## src/rtl/wl_pkg.sv

```systemverilog
package wl_pkg;
  typedef enum logic [2:0] {
    ST_IDLE   = 3'd0,
    ST_PULSE  = 3'd1,
    ST_WAIT   = 3'd2,
    ST_SAMPLE = 3'd3,
    ST_DONE   = 3'd4
  } wl_state_e;
endpackage

```

## src/rtl/wl_rst_sync.sv

```systemverilog
module wl_rst_sync #(
  parameter int STAGES = 2
) (
  input  logic clk,
  input  logic rst_n,
  output logic rst_sync_n
);
  logic [STAGES-1:0] sync_q;

  always_ff @(posedge clk or negedge rst_n) begin
    if (!rst_n) sync_q <= '0;
    else        sync_q <= {sync_q[STAGES-2:0], 1'b1};
  end

  assign rst_sync_n = sync_q[STAGES-1];
endmodule

```

## src/rtl/wl_level_filter.sv

```systemverilog
// Accepts a feedback level once RUN_N identical samples arrive back to back.
module wl_level_filter #(
  parameter int RUN_N = 3
) (
  input  logic clk,
  input  logic rst_n,
  input  logic smp_en_i,
  input  logic smp_i,
  output logic acc_vld_o,
  output logic acc_lvl_o
);
  localparam int RUN_W = $clog2(RUN_N + 1);

  logic             last_q, last_d;
  logic [RUN_W-1:0] run_q, run_d;
  logic             match;

  assign match     = (run_q != '0) && (smp_i == last_q);
  assign acc_vld_o = smp_en_i && match && (run_q == RUN_W'(RUN_N - 1));
  assign acc_lvl_o = smp_i;

  always_comb begin
    last_d = last_q;
    run_d  = run_q;
    if (!smp_en_i) begin
      run_d = '0;
    end else if (match) begin
      if (run_q != RUN_W'(RUN_N)) run_d = run_q + RUN_W'(1);
    end else begin
      last_d = smp_i;
      run_d  = RUN_W'(1);
    end
  end

  always_ff @(posedge clk or negedge rst_n) begin
    if (!rst_n) begin
      last_q <= 1'b0;
      run_q  <= '0;
    end else begin
      last_q <= last_d;
      run_q  <= run_d;
    end
  end
endmodule

```

## src/rtl/wl_cfg_check.sv

```systemverilog
// Fixed-delay mode rule check: strobe window and low-preamble settings.
module wl_cfg_check #(
  parameter int FIX_W  = 4,
  parameter int ADJ_W  = 3,
  parameter int WIN_LO = 6,
  parameter int WIN_HI = 10,
  parameter int LOWPRE_A = 0,
  parameter int LOWPRE_B = 2
) (
  input  logic             clk,
  input  logic             rst_n,
  input  logic             lvl_en_i,
  input  logic             hi_pre_req_i,
  input  logic [FIX_W-1:0] fixed_dly_i,
  input  logic [ADJ_W-1:0] clk_adj_i,
  output logic             cfg_bad_o
);
  localparam int SUM_W = ((FIX_W > ADJ_W) ? FIX_W : ADJ_W) + 1;

  logic [SUM_W-1:0] edge_pos;
  logic             win_bad, pre_bad, bad_d, bad_q;

  assign edge_pos = SUM_W'(fixed_dly_i) + SUM_W'(clk_adj_i);
  assign win_bad  = (edge_pos < SUM_W'(WIN_LO)) || (edge_pos > SUM_W'(WIN_HI));
  assign pre_bad  = hi_pre_req_i &&
                    ((fixed_dly_i == FIX_W'(LOWPRE_A)) || (fixed_dly_i == FIX_W'(LOWPRE_B)));
  assign bad_d    = !lvl_en_i && (win_bad || pre_bad);

  always_ff @(posedge clk or negedge rst_n) begin
    if (!rst_n) bad_q <= 1'b0;
    else        bad_q <= bad_d;
  end

  assign cfg_bad_o = bad_q;
endmodule

```

## src/rtl/wl_search_fsm.sv

```systemverilog
module wl_search_fsm
  import wl_pkg::*;
#(
  parameter int POS_W  = 3,
  parameter int FIX_W  = 4,
  parameter int SET_W  = 8,
  parameter int STEP_W = 7,
  localparam int DLY_W = STEP_W + 1
) (
  input  logic              clk,
  input  logic              rst_n,
  input  logic              start_i,
  input  logic              lvl_en_i,
  input  logic [POS_W-1:0]  start_pos_i,
  input  logic [FIX_W-1:0]  fixed_dly_i,
  input  logic [SET_W-1:0]  settle_i,
  input  logic [STEP_W-1:0] max_step_i,
  input  logic              acc_vld_i,
  input  logic              acc_lvl_i,
  output logic              smp_en_o,
  output logic              dqs_pulse_o,
  output logic              done_o,
  output logic              err_o,
  output logic [DLY_W-1:0]  dly_o
);
  wl_state_e         state_q, state_d;
  logic [STEP_W-1:0] step_q, step_d, max_q, max_d;
  logic [SET_W-1:0]  cnt_q, cnt_d, settle_q, settle_d;
  logic [POS_W-1:0]  base_q, base_d;
  logic [DLY_W-1:0]  dly_q, dly_d;
  logic              low_seen_q, low_seen_d;
  logic              err_q, err_d;

  always_comb begin
    state_d    = state_q;
    step_d     = step_q;
    max_d      = max_q;
    cnt_d      = cnt_q;
    settle_d   = settle_q;
    base_d     = base_q;
    dly_d      = dly_q;
    low_seen_d = low_seen_q;
    err_d      = err_q;
    unique case (state_q)
      ST_IDLE, ST_DONE: begin
        if (start_i) begin
          err_d = 1'b0;
          if (!lvl_en_i) begin
            dly_d   = DLY_W'(fixed_dly_i);
            state_d = ST_DONE;
          end else begin
            base_d     = start_pos_i;
            max_d      = max_step_i;
            settle_d   = settle_i;
            step_d     = '0;
            low_seen_d = 1'b0;
            dly_d      = DLY_W'(start_pos_i);
            state_d    = ST_PULSE;
          end
        end
      end
      ST_PULSE: begin
        cnt_d   = settle_q;
        state_d = ST_WAIT;
      end
      ST_WAIT: begin
        if (cnt_q == '0) state_d = ST_SAMPLE;
        else             cnt_d   = cnt_q - SET_W'(1);
      end
      ST_SAMPLE: begin
        if (acc_vld_i) begin
          if (low_seen_q && acc_lvl_i) begin
            state_d = ST_DONE;
          end else begin
            if (!acc_lvl_i) low_seen_d = 1'b1;
            if (step_q == max_q) begin
              err_d   = 1'b1;
              state_d = ST_DONE;
            end else begin
              step_d  = step_q + STEP_W'(1);
              dly_d   = DLY_W'(base_q) + DLY_W'(step_q) + DLY_W'(1);
              state_d = ST_PULSE;
            end
          end
        end
      end
      default: state_d = ST_IDLE;
    endcase
  end

  always_ff @(posedge clk or negedge rst_n) begin
    if (!rst_n) begin
      state_q    <= ST_IDLE;
      step_q     <= '0;
      max_q      <= '0;
      cnt_q      <= '0;
      settle_q   <= '0;
      base_q     <= '0;
      dly_q      <= '0;
      low_seen_q <= 1'b0;
      err_q      <= 1'b0;
    end else begin
      state_q    <= state_d;
      step_q     <= step_d;
      max_q      <= max_d;
      cnt_q      <= cnt_d;
      settle_q   <= settle_d;
      base_q     <= base_d;
      dly_q      <= dly_d;
      low_seen_q <= low_seen_d;
      err_q      <= err_d;
    end
  end

  assign smp_en_o    = (state_q == ST_SAMPLE);
  assign dqs_pulse_o = (state_q == ST_PULSE);
  assign done_o      = (state_q == ST_DONE);
  assign err_o       = err_q;
  assign dly_o       = dly_q;
endmodule

```

## src/rtl/wl_delay_search.sv

```systemverilog
module wl_delay_search #(
  parameter int POS_W  = 3,
  parameter int FIX_W  = 4,
  parameter int ADJ_W  = 3,
  parameter int SET_W  = 8,
  parameter int STEP_W = 7,
  parameter int RUN_N  = 3,
  localparam int DLY_W = STEP_W + 1
) (
  input  logic              clk,
  input  logic              rst_n,
  input  logic              start_i,
  input  logic              lvl_en_i,
  input  logic [POS_W-1:0]  start_pos_i,
  input  logic [FIX_W-1:0]  fixed_dly_i,
  input  logic [ADJ_W-1:0]  clk_adj_i,
  input  logic              hi_pre_req_i,
  input  logic [SET_W-1:0]  settle_i,
  input  logic [STEP_W-1:0] max_step_i,
  input  logic              fb_i,
  output logic [DLY_W-1:0]  dly_o,
  output logic              dqs_pulse_o,
  output logic              done_o,
  output logic              err_o,
  output logic              cfg_bad_o
);
  logic rst_sync_n, smp_en, acc_vld, acc_lvl;

  wl_rst_sync #(.STAGES(2)) u_rst_sync (
    .clk(clk), .rst_n(rst_n), .rst_sync_n(rst_sync_n)
  );

  wl_level_filter #(.RUN_N(RUN_N)) u_filter (
    .clk(clk), .rst_n(rst_sync_n), .smp_en_i(smp_en), .smp_i(fb_i),
    .acc_vld_o(acc_vld), .acc_lvl_o(acc_lvl)
  );

  wl_search_fsm #(
    .POS_W(POS_W), .FIX_W(FIX_W), .SET_W(SET_W), .STEP_W(STEP_W)
  ) u_fsm (
    .clk(clk), .rst_n(rst_sync_n), .start_i(start_i), .lvl_en_i(lvl_en_i),
    .start_pos_i(start_pos_i), .fixed_dly_i(fixed_dly_i), .settle_i(settle_i),
    .max_step_i(max_step_i), .acc_vld_i(acc_vld), .acc_lvl_i(acc_lvl),
    .smp_en_o(smp_en), .dqs_pulse_o(dqs_pulse_o), .done_o(done_o),
    .err_o(err_o), .dly_o(dly_o)
  );

  wl_cfg_check #(.FIX_W(FIX_W), .ADJ_W(ADJ_W)) u_cfg (
    .clk(clk), .rst_n(rst_sync_n), .lvl_en_i(lvl_en_i), .hi_pre_req_i(hi_pre_req_i),
    .fixed_dly_i(fixed_dly_i), .clk_adj_i(clk_adj_i), .cfg_bad_o(cfg_bad_o)
  );
endmodule

```

## config.mk

```make
export PLATFORM = sky130hd
export DESIGN_NAME = wl_delay_search
export DESIGN_NICKNAME = d
export VERILOG_FILES = /design/src/rtl/wl_pkg.sv /design/src/rtl/wl_rst_sync.sv /design/src/rtl/wl_level_filter.sv /design/src/rtl/wl_cfg_check.sv /design/src/rtl/wl_search_fsm.sv /design/src/rtl/wl_delay_search.sv
export SDC_FILE = /design/constraint.sdc
export NUM_CORES = 1
export LEC_CHECK = 0
export BUFFER_PORTS_ARGS = -buffer_cell sky130_fd_sc_hd__buf_2
export CAP_MARGIN = 5
export CORE_UTILIZATION = 45
export CTS_BUF_LIST = sky130_fd_sc_hd__clkbuf_16
export DETAILED_ROUTE_END_ITERATION = 8
export GPL_TIMING_DRIVEN = 0
export HOLD_SLACK_MARGIN = 0.06
export PLACE_DENSITY = 0.65
export SYNTH_ARGS = -nofsm -noshare
export SYNTH_HDL_FRONTEND = slang
export SYNTH_SLANG_ARGS = --single-unit
```

## constraint.sdc

```tcl
create_clock -name clk -period 1.92 [get_ports clk]
set_input_delay 0.288 -clock clk [delete_from_list [all_inputs] [get_ports clk]]
set_output_delay 0.288 -clock clk [all_outputs]
set_load 0.02 [all_outputs]
```

# After elaboration in Yosys (flattened, before gate mapping)
# Cells that the tools add are included.
totals:
  regBits: 52
  in_bits: 31
  out_inout_bits: 12
op_classes:
  add_sub_neg: 6
  magnitude_cmp: 2
  n_eq_ne: 19
  mux: 35
  bitwise_logic: 1
  reduce_logical: 25
op_table:
  columns: ["op", "count"]
  rows:
  - ["8-bit two-way mux", 5]
  - ["7-bit two-way mux", 5]
  - ["8-bit one-hot mux with 2 select lines", 2]
  - ["3-bit two-way mux", 6]
  - ["2-bit inequality test (second input constant)", 8]
  - ["7-bit one-hot mux with 2 select lines", 1]
  - ["3-bit one-hot mux with 4 select lines", 1]
  - ["6-bit AND reduction", 2]
  - ["5-bit AND reduction", 2]
  - ["1-bit two-way mux", 9]
  - ["3-bit by 7-bit adder with 8-bit output", 1]
  - ["8-bit by 1-bit adder with 8-bit output (second input constant)", 1]
  - ["8-bit logical NOT", 1]
  - ["8-bit by 1-bit subtractor with 8-bit output (second input constant)", 1]
  - ["7-bit by 1-bit adder with 7-bit output (second input constant)", 1]
  - ["7-bit == test", 1]
  - ["3-bit by 2-bit == test with 1-bit output (second input constant)", 2]
  - ["1-bit logical AND", 6]
  - ["2-bit two-way mux", 3]
  - ["3-bit AND reduction", 2]
  - ["2-bit nonzero test", 3]
  - ["4-bit by 3-bit adder with 5-bit output", 1]
  - ["5-bit by 4-bit > comparator with 1-bit output (second input constant)", 1]
  - ["5-bit by 3-bit less-than comparator with 1-bit output (second input constant)", 1]
  - ["17 further kinds", 22]

# Depth between registers and ports, before layout
# Gate-level depths: netlist of run 1.
depth:
  depth_word: 6
  depth_mapped: 9
  ltp_nobuf: 9

# Modules after synthesis
# Synthesis of run 1 repeated with hierarchy kept, for this count alone.
unflattened:
  cells_unflattened: 293
  hier_area_um2: 2946.6
by_module_without_submodules:
  columns: ["mod", "n_inst", "cells_each", "area_per_inst_um2", "seq_area_each_um2"]
  rows:
  - ["wl_search_fsm", 1, 254, 2512.4, 1151.1]
  - ["wl_level_filter", 1, 16, 200.2, 75.1]
  - ["wl_cfg_check", 1, 20, 180.2, 25.0]
  - ["wl_rst_sync", 1, 3, 53.8, 50.0]

# Worst setup path before layout of run 1
# Ideal clock, no wire load.
synth_path:
  kind: "reg2reg"
  from: "register u_filter.run_q[0]"
  to: "register u_fsm.dly_q[0], in the netlist u_fsm.dly_o[0]"
  arrival_ns: 2.070
  setup_slack_ns: -0.275
  path_stages_with_launch: 9
  n_path_buf: 1
  cell_sequence: "dfrtp_1 > inv_1 > ha_1 > nand2b_1 > or2_1 > or3_1 > buf_2 > o21ai_4 > mux2_2"
synth_between:
  elab_chain_len: 6
  elab_cells_between_ends: 7
synth_rtl:
  columns: ["element", "line_no", "source"]
  rows:
  - ["start, declared", "wl_level_filter.sv:15", "logic [RUN_W-1:0] run_q, run_d;"]
  - ["start signal, assigned", "wl_level_filter.sv:41", "run_q <= run_d;"]
  - ["2-bit nonzero test", "wl_level_filter.sv:18", "assign match = (run_q != '0) && (smp_i == last_q);"]
  - ["1-bit logical AND", "wl_level_filter.sv:18", null]
  - ["1-bit logical AND", "wl_level_filter.sv:19", "assign acc_vld_o = smp_en_i && match && (run_q == RUN_W'(RUN_N - 1));"]
  - ["1-bit logical AND *", "wl_level_filter.sv:19", null]
  - ["2-bit inequality test (no line) *", null, null]
  - ["5-bit AND reduction (no line) *", null, null]
  - ["end signal, assigned", "wl_search_fsm.sv:109", "dly_q <= dly_d;"]
  - ["end, declared", "wl_search_fsm.sv:30", "logic [DLY_W-1:0] dly_q, dly_d;"]
# Mark *: on every way between the ends. The rest lies on a longest branch, timed or not.
# A chain may end at the register's enable or synchronous reset.

# Worst setup path in the final report of run 1
layout_path:
  from: "register u_filter.run_q[1]"
  to: "register u_fsm.dly_q[3], in the netlist u_fsm.dly_o[3]"
# Same word-level chain as after synthesis.

==> summary.txt, run 1 <==
Cells and area
  • Final nets: about 400
  • Filler Cells Inserted: around 570
  • Finished Cell Area: 3680 um2
  • Layout cells sized above 1: 0.336
  • Multi-input gate area in the final layout: 1650 um2
  • Reg area: around 1300 um2
  • Diodes inserted: 0
  • Area Growth Syn to Fin: 25.0%

Drt
  • Drc violations: 0
  • Via count: about 2400
  • Routed len/inst: between 15 and 20 um
  • First drt pass iteration count: 4
  • Detail Route Antenna Nets: 0
  • Final WL: 6.47 mm
  • Drt first-iter violations: 109
  • Vias per cell: around 5.5

Timing
  • Period minus WS final: 2080 ps
  • Final setup violation count: 14
  • Tcrit/Tclk final: 1.08
  • Worst-Margin Slew: roughly 540 ps
  • Final hold vios: 0
  • Setup Skew: roughly 4.6 ps
  • Final max-slew violation count: 0
  • RSZ-0062 raised after global routing: true
  • Setup TNS: -1590 ps
  • Setup slack after layout: -157 ps
  • Max_slew headroom: 0.640
  • Max Clock Freq: 481 MHz

Power and ir drop
  • Seq pwr share: 0.334
  • Internal power: between 0.003 and 0.004 W
  • P_sw: roughly 0.0021 W
  • Gate power share: 0.501
  • Power Density: roughly 1400 nW/um2
  • Fraction of power spent switching nets: 0.402
  • Pwr Total: around 0.0052 W
  • Lkg Pwr: between 1.5 and 2 nW
  • VDD IR-drop max: between 0.8 and 0.9 mV
  • Clock power frac: 0.165

Global routing
  • Largest net degree at the start of global routing: 31
  • Global-route wire length before repair: 10.9 mm
  • Global Route Usage Sum: 0.198
  • Initial antenna violation count: 0
  • Vias in the first global route: around 2300
  • Gr ovfl total: 0

Clock network
  • Reg clk slew, reported paths: around 70 ps
  • CTS H-tree lvls: 2
  • Number of clock buffers inserted by TritonCTS: 5
  • # clock sinks: 52
  • CTS root buffer: clkbuf_16
  • CTS tree: built
  • Worst-case clock buffer depth: 2
  • Later-pin clock latency in the skew report: 290 ps

Floorplanning
  • DIE AREA: roughly 6900 um2
  • Placeable core region: between 6000 and 7000 um2
  • Starting density of the core: 0.466
  • Die width: a little over 80 um
  • Core Rows: 29
  • Die Y: approximately 83 um
  • Io pins: 43

Synthesis
  • Synthesized cell area: about 2900 um2
  • Fraction of registers with async set/reset: 1.00
  • Syn_area_per_cell: 10.2 um2
  • Largest area contributor in the netlist: dfrtp_1
  • Sequential fraction of the synthesis area: 0.442
  • Synth Register Bits: 52
  • Gate Count Post-Synth: 289
  • Most frequent cell after synthesis: dfrtp_1
  • Yosys warns: 0
  • EDFF count, synth: 0
  • Post-synth top area share: 0.442
  • Post-synth top cells: dfrtp_1 (52), mux2_2 (26), nor2_1 (26)
  • Synth cell types: 49
  • Mapped Nets: between 300 and 400
  • Top FF cell, synth: dfrtp_1
  • Top cells by area, synth: dfrtp_1 (44%), mux2_2 (9.9%), ha_1 (5.1%)

Worst setup path
  • Type of origin of the critical path: flip-flop
  • Critical Path RT: roughly 2100 ps
  • Slowest stage delay, CP: roughly 390 ps
  • Critical path's slowest cell: dfrtp_1
  • CP Data Arrival Time: ~2300 ps
  • Worst Setup End Kind: flip-flop
  • CP Cell Sequence: inv_1 > ha_2 > nand2b_4 > or2_4 > or3_4 > o21ai_4 > buf_12 > mux2_4
  • CP Max Fanout: 7
  • Critical path type: reg2reg

Worst hold path
  • Worst Hold Class: in2reg

Placement
  • Cell Area, Placed: around 3300 um2
  • HPWL reported at the end of detailed placement: around 4.5 mm
  • Port Buf Inserts: 41
  • RD Place Congestion: between 0.8 and 0.9

Flow run
  • Max_cap viols: 0

Status
  • Failing checks: setup timing
  • Status: finished, violations left
## state kept, by name, summed over array words and instances (netlist names), 3 cells and up
| signal | cells |
|---|---|
| u_fsm.base_q | 3 |
| u_fsm.settle_q | 8 |
| u_fsm.max_q | 7 |
| u_fsm.state_q | 3 |
| u_fsm.step_q | 7 |
| u_fsm.cnt_q | 8 |
| u_fsm.dly_o | 8 |
## placed cells by master (no fill, tap or decap), drive strengths merged, types with 3 or more instances in the layout
cell    Yosys  layout
clkbuf      9      10
nor2       26      26
o22a        4       4
mux2i       5       5
nand3       4       4
nor3b       3       3
inv        10      10
dfrtp      52      52
a21o        3       3
o21ai      23      23
buf         5      62
ha         12      12
nand2      19      19
clkinv      0       3
xor2        6       6
a31oi       5       5
mux2       26      26
nor3        9       9
and3        4       4
a21oi      18      18
nand2b      3       3
xnor2       9       9
## worst paths after layout
check	depth (start not counted)	end	from	slack [ps]
hold / removal	2	u_fsm.settle_q[6]	settle_i[6]	220
setup reg to reg	8	u_fsm.dly_o[3]	u_filter.run_q[1]	-160
max in group asynchronous	1	u_fsm.max_q[4]	u_rst_sync.sync_q[1]	1140
setup / recovery	8	u_fsm.dly_o[3]	u_filter.run_q[1]	-160
hold reg to reg	0	u_filter.last_q	u_rst_sync.sync_q[1]	240
min in group asynchronous	0	u_filter.last_q	u_rst_sync.sync_q[1]	240
## cells by family after synthesis
logic type / Yosys count / share of synthesized area
flops: 52 / 0.442
xor+xnor: 15 / 0.0446
other cells: 1 / 0.00127
simple gates: 84 / 0.140
compound gates: 68 / 0.145
buf+inv: 24 / 0.0459
mux: 31 / 0.116
fa+ha+maj: 14 / 0.0646
## area by class of cell
| class | count | area share |
|---|---|---|
| multi-input combinational | 213 | 0.448 |
| sequential | 52 | 0.354 |
| timing repair buffer | 58 | 0.0990 |
| clock buffer | 5 | 0.0340 |
| tap | 77 | 0.0262 |
| buffer | 10 | 0.0245 |
| inverter | 10 | 0.0102 |
| clock inverter | 3 | 0.00374 |
## through the flow
stage	utilization	std cells	setup WS [ps]	hold WS [ps]
floorplan	-	289	-263	-7.59
global placement	0.521	407	-381	73.4
detailed placement	0.524	408	-431	76.2
CTS	0.568	426	-205	217
global route	0.582	428	-240	220
finish	0.582	428	-157	221
## power groups by stage
| stage | Combinational [W] | Clock [W] | Sequential, W |
|---|---|---|---|
| after floorplan | 0.00167 | 0 | 0.00174 |
| final | 0.00262 | 0.000861 | 0.00174 |
| after CTS | 0.00241 | 0.000892 | 0.00173 |
| after global routing | 0.00287 | 0.000935 | 0.00179 |
| after detailed placement | 0.00223 | 0 | 0.00174 |
| after global placement | 0.00217 | 0 | 0.00174 |
## critical path: cells and delay by family (launching register included)
| family | cells | cell delay (ps) |
|---|---|---|
| muxes | 1 | 290 |
| DFF | 1 | 390 |
| and+or+nand+nor | 3 | 720 |
| buffers and inverters | 2 | 210 |
| adders and majority gates | 1 | 180 |
| AOI/OAI and AO/OA | 1 | 180 |
## per-layer routing
| metal | track usage | vias up | share of wire | routed length, um |
|---|---|---|---|---|
| met1 | 0.266 | 1150 | 0.46 | 2960 |
| met5 | 0 | - | 0 | 0 |
| met4 | 0.0611 | 0 | 0.014 | 89 |
| li1 | - | 1151 | - | - |
| met3 | 0.0477 | 9 | 0.041 | 266 |
| met2 | 0.316 | 56 | 0.49 | 3150 |
## what timing repair did
item                       in CTS  in global routing
hold buffers                    1                  0
setup endpoints to repair      40                 38
pin swaps                       3                  7
buffers inserted               10                  6
gates cloned                    0                  0
gates resized for setup        13                 18
hold endpoints to repair        2                  0
(Power assumes the default switching activity.)
==> run 2: changes to the inputs <==
--- a/config.mk
+++ b/config.mk
@@ -7,6 +7,7 @@
 export LEC_CHECK = 0
 export BUFFER_PORTS_ARGS = -buffer_cell sky130_fd_sc_hd__buf_2
 export CAP_MARGIN = 5
+export CORE_MARGIN = 2
 export CORE_UTILIZATION = 45
 export CTS_BUF_LIST = sky130_fd_sc_hd__clkbuf_16
 export DETAILED_ROUTE_END_ITERATION = 8
==> constraint.sdc (replaced) <==
create_clock -name clk -period 2.4 [get_ports clk]
set_input_delay 0.36 -clock clk [delete_from_list [all_inputs] [get_ports clk]]
set_output_delay 0.36 -clock clk [all_outputs]
set_load 0.02 [all_outputs]
==> summary.txt, run 2 (synthesis gave the netlist of run 1 again) <==
Global routing
  • Global-route wire length before repair: between 10 and 15 mm
  • Vias in the first global route: between 2000 and 2500
  • Gr ovfl total: 0
  • Largest net degree at the start of global routing: 32
  • Global Route Usage Sum: 0.198
  • Initial antenna violation count: 0

Flow run
  • Max_cap viols: 0

Cells and area
  • Layout cells sized above 1: 0.269
  • Area Growth Syn to Fin: 18.3%
  • Filler Cells Inserted: 550
  • Most common cell after layout, fill and taps aside: dfrtp_1
  • Highest-count cells in the layout ignoring fill and taps: dfrtp_1 (51), buf_2 (42), nor2_1 (26), mux2_2 (26), o21ai_0 (21)
  • Diodes inserted: 0
  • Layout Utilization: 0.548
  • Final nets: ~390

Timing
  • Final max-slew violation count: 0
  • Tcrit/Tclk final: 0.970
  • Max_slew headroom: 0.581
  • Setup Skew: around 6.7 ps
  • Period minus WS final: 2330 ps
  • Hold_ws: around 220 ps
  • Final setup violation count: 0
  • Final hold vios: 0
  • RSZ-0062 raised after global routing: true
  • Setup slack after layout: between 70 and 80 ps
  • Max Clock Freq: 429 MHz
  • Worst-Margin Slew: 628 ps

Worst setup path
  • CP Max Fanout: 7
  • Worst Setup End Kind: flip-flop
  • Critical path type: reg2reg
  • CP Data Arrival Time: about 2500 ps
  • Reg2Reg Launch Point: u_filter.run_q[0]
  • Critical Path RT: 2570 ps
  • Type of origin of the critical path: flip-flop
  • CP Launch Point: u_filter.run_q[0]

Placement
  • Port Buf Inserts: 41
  • RD Place Congestion: 0.842
  • Post-Place Setup Slack: -9.68 ps
  • HPWL reported at the end of detailed placement: 4.74 mm

Drt
  • First drt pass iteration count: 4
  • Drc violations: 0
  • Detail Route Antenna Nets: 0
  • Drt first-iter violations: ~120
  • Via count: between 2000 and 2500
  • Final WL: around 6.5 mm
  • Routed len/inst: ~15 um
  • Vias per cell: 5.48

Floorplanning
  • Starting density of the core: 0.463
  • Core Rows: 29
  • Placeable core region: around 6300 um2
  • DIE AREA: just over 7000 um2
  • Die Y: 84.9 um
  • Io pins: 43
  • Die width: ~85 um

Clock network
  • CTS H-tree lvls: 2
  • Number of clock buffers inserted by TritonCTS: 5
  • Worst-case clock buffer depth: 2
  • Reg clk slew, reported paths: approximately 70 ps
  • CTS tree: built
  • Later-pin clock latency in the skew report: approximately 290 ps
  • # clock sinks: 52
  • CTS root buffer: clkbuf_16

Power and ir drop
  • Pwr Total: 0.00401 W
  • Internal power: between 0.002 and 0.0025 W
  • Seq pwr share: 0.346
  • VDD IR-drop max: approximately 0.55 mV
  • Lkg Pwr: between 1.5 and 2 nW
  • P_sw: around 0.0016 W
  • Gate power share: 0.455
  • Clock power frac: 0.200
  • Fraction of power spent switching nets: 0.393
  • Power Density: ~1200 nW/um2

Status
  • Status: complete, no violations

Worst hold path
  • Worst Hold Class: reg2async
run 2: metal layers:
layer / global-route usage / part of all wire / routed length, um
met4: 0.0635 / 0.017 / 107
met1: 0.281 / 0.48 / 3100
met5: 0 / 0 / 0
met2: 0.309 / 0.47 / 3060
met3: 0.0370 / 0.034 / 218
run 2: path summary, 6_finish.rpt:
| path | to | slack [ps] | cells past startpoint |
|---|---|---|---|
| worst max-delay path | u_fsm.dly_o[3] | 70 | 8 |
| worst min-delay path | u_fsm.step_q[3] | 220 | 0 |
| worst max register to register | u_fsm.dly_o[3] | 70 | 8 |
| worst min register to register | u_fsm.step_q[3] | 220 | 0 |
| max in group asynchronous | u_fsm.cnt_q[5] | 1660 | 1 |
| min in group clk | u_fsm.settle_q[2] | 290 | 2 |
run 2: repair_timing:
action,in CTS,in global routing
pin swaps,1,1
setup buffers,2,0
endpoints found under the hold margin,2,0
setup endpoints to repair,7,18
gates resized for setup,0,5
hold buffers,1,0
run 2: worst max-delay path, stage by stage (launching register included):
cell and delay [ps]:
dfrtp_1 350, inv_1 60, ha_1 220, nand2b_4 160, or2_4 240, or3_1 350, buf_2 160, o21ai_4 280
mux2_2 380
run 2: layout make-up:
| class | count | area, um2 | area share |
|---|---|---|---|
| clock buffers | 5 | 125 | 0.0359 |
| clock inverters | 3 | 38.8 | 0.0111 |
| plain buffers | 14 | 97.6 | 0.0280 |
| multi-input cells | 213 | 1530 | 0.441 |
| repair buffers | 45 | 250 | 0.0719 |
| inverters | 10 | 37.5 | 0.0108 |
| flip-flops and latches | 52 | 1300 | 0.374 |
| well taps | 77 | 96.3 | 0.0277 |
run 2: stage by stage:
stage                     cells  area [um2]  setup TNS (ps)
after floorplan             289        2940               0
after global placement      407        3240               0
after detailed placement    408        3270           -9.68
after CTS                   419        3450               0
after global routing        419        3480           -79.2
final                       419        3480               0
run 2: power by group through the flow:
stage	registers, W	clock network (W)	logic [W]
after floorplan	0.00139	0	0.00129
after global placement	0.00140	0	0.00168
after detailed placement	0.00140	0	0.00174
after CTS	0.00138	0.000820	0.00179
after global routing	0.00143	0.000849	0.00206
final	0.00139	0.000801	0.00182
==> run 3: changes to the inputs <==
--- a/config.mk
+++ b/config.mk
@@ -9,7 +9,6 @@
 export CAP_MARGIN = 5
 export CORE_MARGIN = 2
 export CORE_UTILIZATION = 45
-export CTS_BUF_LIST = sky130_fd_sc_hd__clkbuf_16
 export DETAILED_ROUTE_END_ITERATION = 8
 export GPL_TIMING_DRIVEN = 0
 export HOLD_SLACK_MARGIN = 0.06
==> constraint.sdc (replaced) <==
create_clock -name clk -period 2.8 [get_ports clk]
set_input_delay 0.42 -clock clk [delete_from_list [all_inputs] [get_ports clk]]
set_output_delay 0.42 -clock clk [all_outputs]
set_load 0.02 [all_outputs]
==> summary.txt, run 3 (synthesis gave the netlist of run 1 again) <==
Status
  • Status: complete, no violations

Timing
  • Max_slew headroom: 0.584
  • Final max-slew violation count: 0
  • Setup TNS: 0 ps
  • Final setup violation count: 0
  • Max Clock Freq: just over 400 MHz
  • Tcrit/Tclk final: 0.872
  • Period minus WS final: around 2400 ps
  • Final hold vios: 0
  • Setup slack after layout: 359 ps
  • Hold_ws: 224 ps
  • Worst-Margin Slew: 623 ps
  • Setup Skew: slightly below 9 ps
  • RSZ-0062 raised after global routing: false

Floorplanning
  • Placeable core region: approximately 6300 um2
  • Die width: approximately 85 um
  • Io pins: 43
  • DIE AREA: between 7000 and 8000 um2
  • Starting density of the core: 0.463
  • Die Y: 84.9 um
  • Core Rows: 29

Power and ir drop
  • VDD IR-drop max: 0.459 mV
  • Internal power: approximately 0.0019 W
  • P_sw: roughly 0.0013 W
  • Gate power share: 0.468
  • Fraction of power spent switching nets: 0.406
  • Seq pwr share: 0.371
  • Clock power frac: 0.161
  • Lkg Pwr: roughly 1.6 nW
  • Power Density: 946 nW/um2

Clock network
  • Hold buffer count at cts: 1
  • CTS tree: built
  • CTS root buffer: clkbuf_8
  • Worst-case clock buffer depth: 2
  • Resized cells post-CTS: 0
  • Number of clock buffers inserted by TritonCTS: 5
  • Post-CTS Setup Inserts: 0
  • # clock sinks: 52
  • Reg clk slew, reported paths: 90 ps
  • CTS H-tree lvls: 2
  • Later-pin clock latency in the skew report: about 310 ps

Global routing
  • Global Route Usage Sum: 0.193
  • Gr ovfl total: 0
  • Vias in the first global route: 2309
  • Global-route wire length before repair: between 10 and 15 mm
  • Initial antenna violation count: 0
  • Largest net degree at the start of global routing: 32

Drt
  • Via count: 2311
  • Drt first-iter violations: roughly 160
  • Vias per cell: ~5.5
  • Routed len/inst: about 15 um
  • Detail Route Antenna Nets: 0
  • Final WL: about 6.4 mm
  • Drc violations: 0
  • First drt pass iteration count: 4

Worst setup path
  • Bufs and invs on worst path: 2
  • RR Endpoint: u_fsm.dly_o[3]
  • Slowest stage delay, CP: 400 ps
  • Critical Path RT: ~3000 ps
  • Reg2Reg Launch Point: u_filter.run_q[0]
  • Critical path type: reg2reg
  • CP Cell Sequence: inv_1 > ha_1 > nand2b_1 > or2_1 > or3_1 > buf_2 > o21ai_4 > mux2_2
  • CP Data Arrival Time: roughly 2600 ps
  • Critical path's slowest cell: dfrtp_1
  • FF-to-FF setup slack: 360 ps
  • Worst Setup End Kind: flip-flop
  • Type of origin of the critical path: flip-flop
  • Worst path top cell family by delay: simple AND/OR/NAND/NOR gates
  • Reg2Reg Depth: 8
  • CP Max Fanout: 7

Cells and area
  • Highest-count cells in the layout ignoring fill and taps: dfrtp_1 (51), buf_2 (42), nor2_1 (26), mux2_2 (26), o21ai_0 (21)
  • Layout Utilization: 0.533
  • Final nets: 384
  • Filler Cells Inserted: about 560
  • Layout cells sized above 1: 0.250
  • Area Growth Syn to Fin: 15.0%
  • Diodes inserted: 0
  • Most common cell after layout, fill and taps aside: dfrtp_1
  • Finished Cell Area: roughly 3400 um2

Placement
  • Cell Area, Placed: roughly 3300 um2
  • HPWL reported at the end of detailed placement: roughly 4.7 mm
  • Post-Place Setup Slack: 390 ps
  • Port Buf Inserts: around 40
  • RD Place Congestion: 0.842

Worst hold path
  • Worst Hold Class: reg2async

Flow run
  • Max_cap viols: 0
## run 3: per-layer routing
metal,routed length (um),up-vias,GRT usage
met4,116,0,0.0707
met2,2900,50,0.300
met3,245,7,0.0340
met5,0,-,0
li1,-,1125,-
met1,3140,1129,0.274
## run 3: cell type report
class | count | area (um2) | share of cell area
clock inverter | 2 | 35.0 | 0.0104
timing repair buffer | 43 | 235 | 0.0695
clock buffer | 6 | 72.6 | 0.0214
multi-input combinational | 213 | 1510 | 0.445
buffer | 14 | 97.6 | 0.0288
tap | 77 | 96.3 | 0.0285
sequential | 52 | 1300 | 0.385
inverter | 10 | 37.5 | 0.0111
## run 3: power groups by stage
| stage | Sequential, W | Clock [W] | Combinational, W |
|---|---|---|---|
| 4_1_cts | 0.00119 | 0.000533 | 0.00150 |
| 2_1_floorplan | 0.00119 | 0 | 0.00111 |
| 3_5_place_dp | 0.00120 | 0 | 0.00149 |
| 5_1_grt | 0.00123 | 0.000558 | 0.00169 |
| 6_report | 0.00119 | 0.000515 | 0.00150 |
| 3_3_place_gp | 0.00120 | 0 | 0.00144 |
## run 3: worst max path at each step
stage,slack [ps],cells after the start,start,endpoint
final,360,8,u_filter.run_q[0],u_fsm.dly_o[3]
after global routing,170,7,u_filter.run_q[1],u_fsm.step_q[0]
after CTS,360,8,u_filter.run_q[0],u_fsm.dly_o[3]
after detailed placement,390,8,u_filter.run_q[0],u_fsm.dly_o[3]
after global placement,430,8,u_filter.run_q[0],u_fsm.dly_o[0]
after floorplan,600,8,u_filter.run_q[0],u_fsm.dly_o[0]
## run 3: stage by stage
stage | std cells | total power [W]
after global routing | 417 | 0.00348
after detailed placement | 408 | 0.00270
after global placement | 407 | 0.00264
final | 417 | 0.00320
after floorplan | 289 | 0.00230
after CTS | 417 | 0.00322
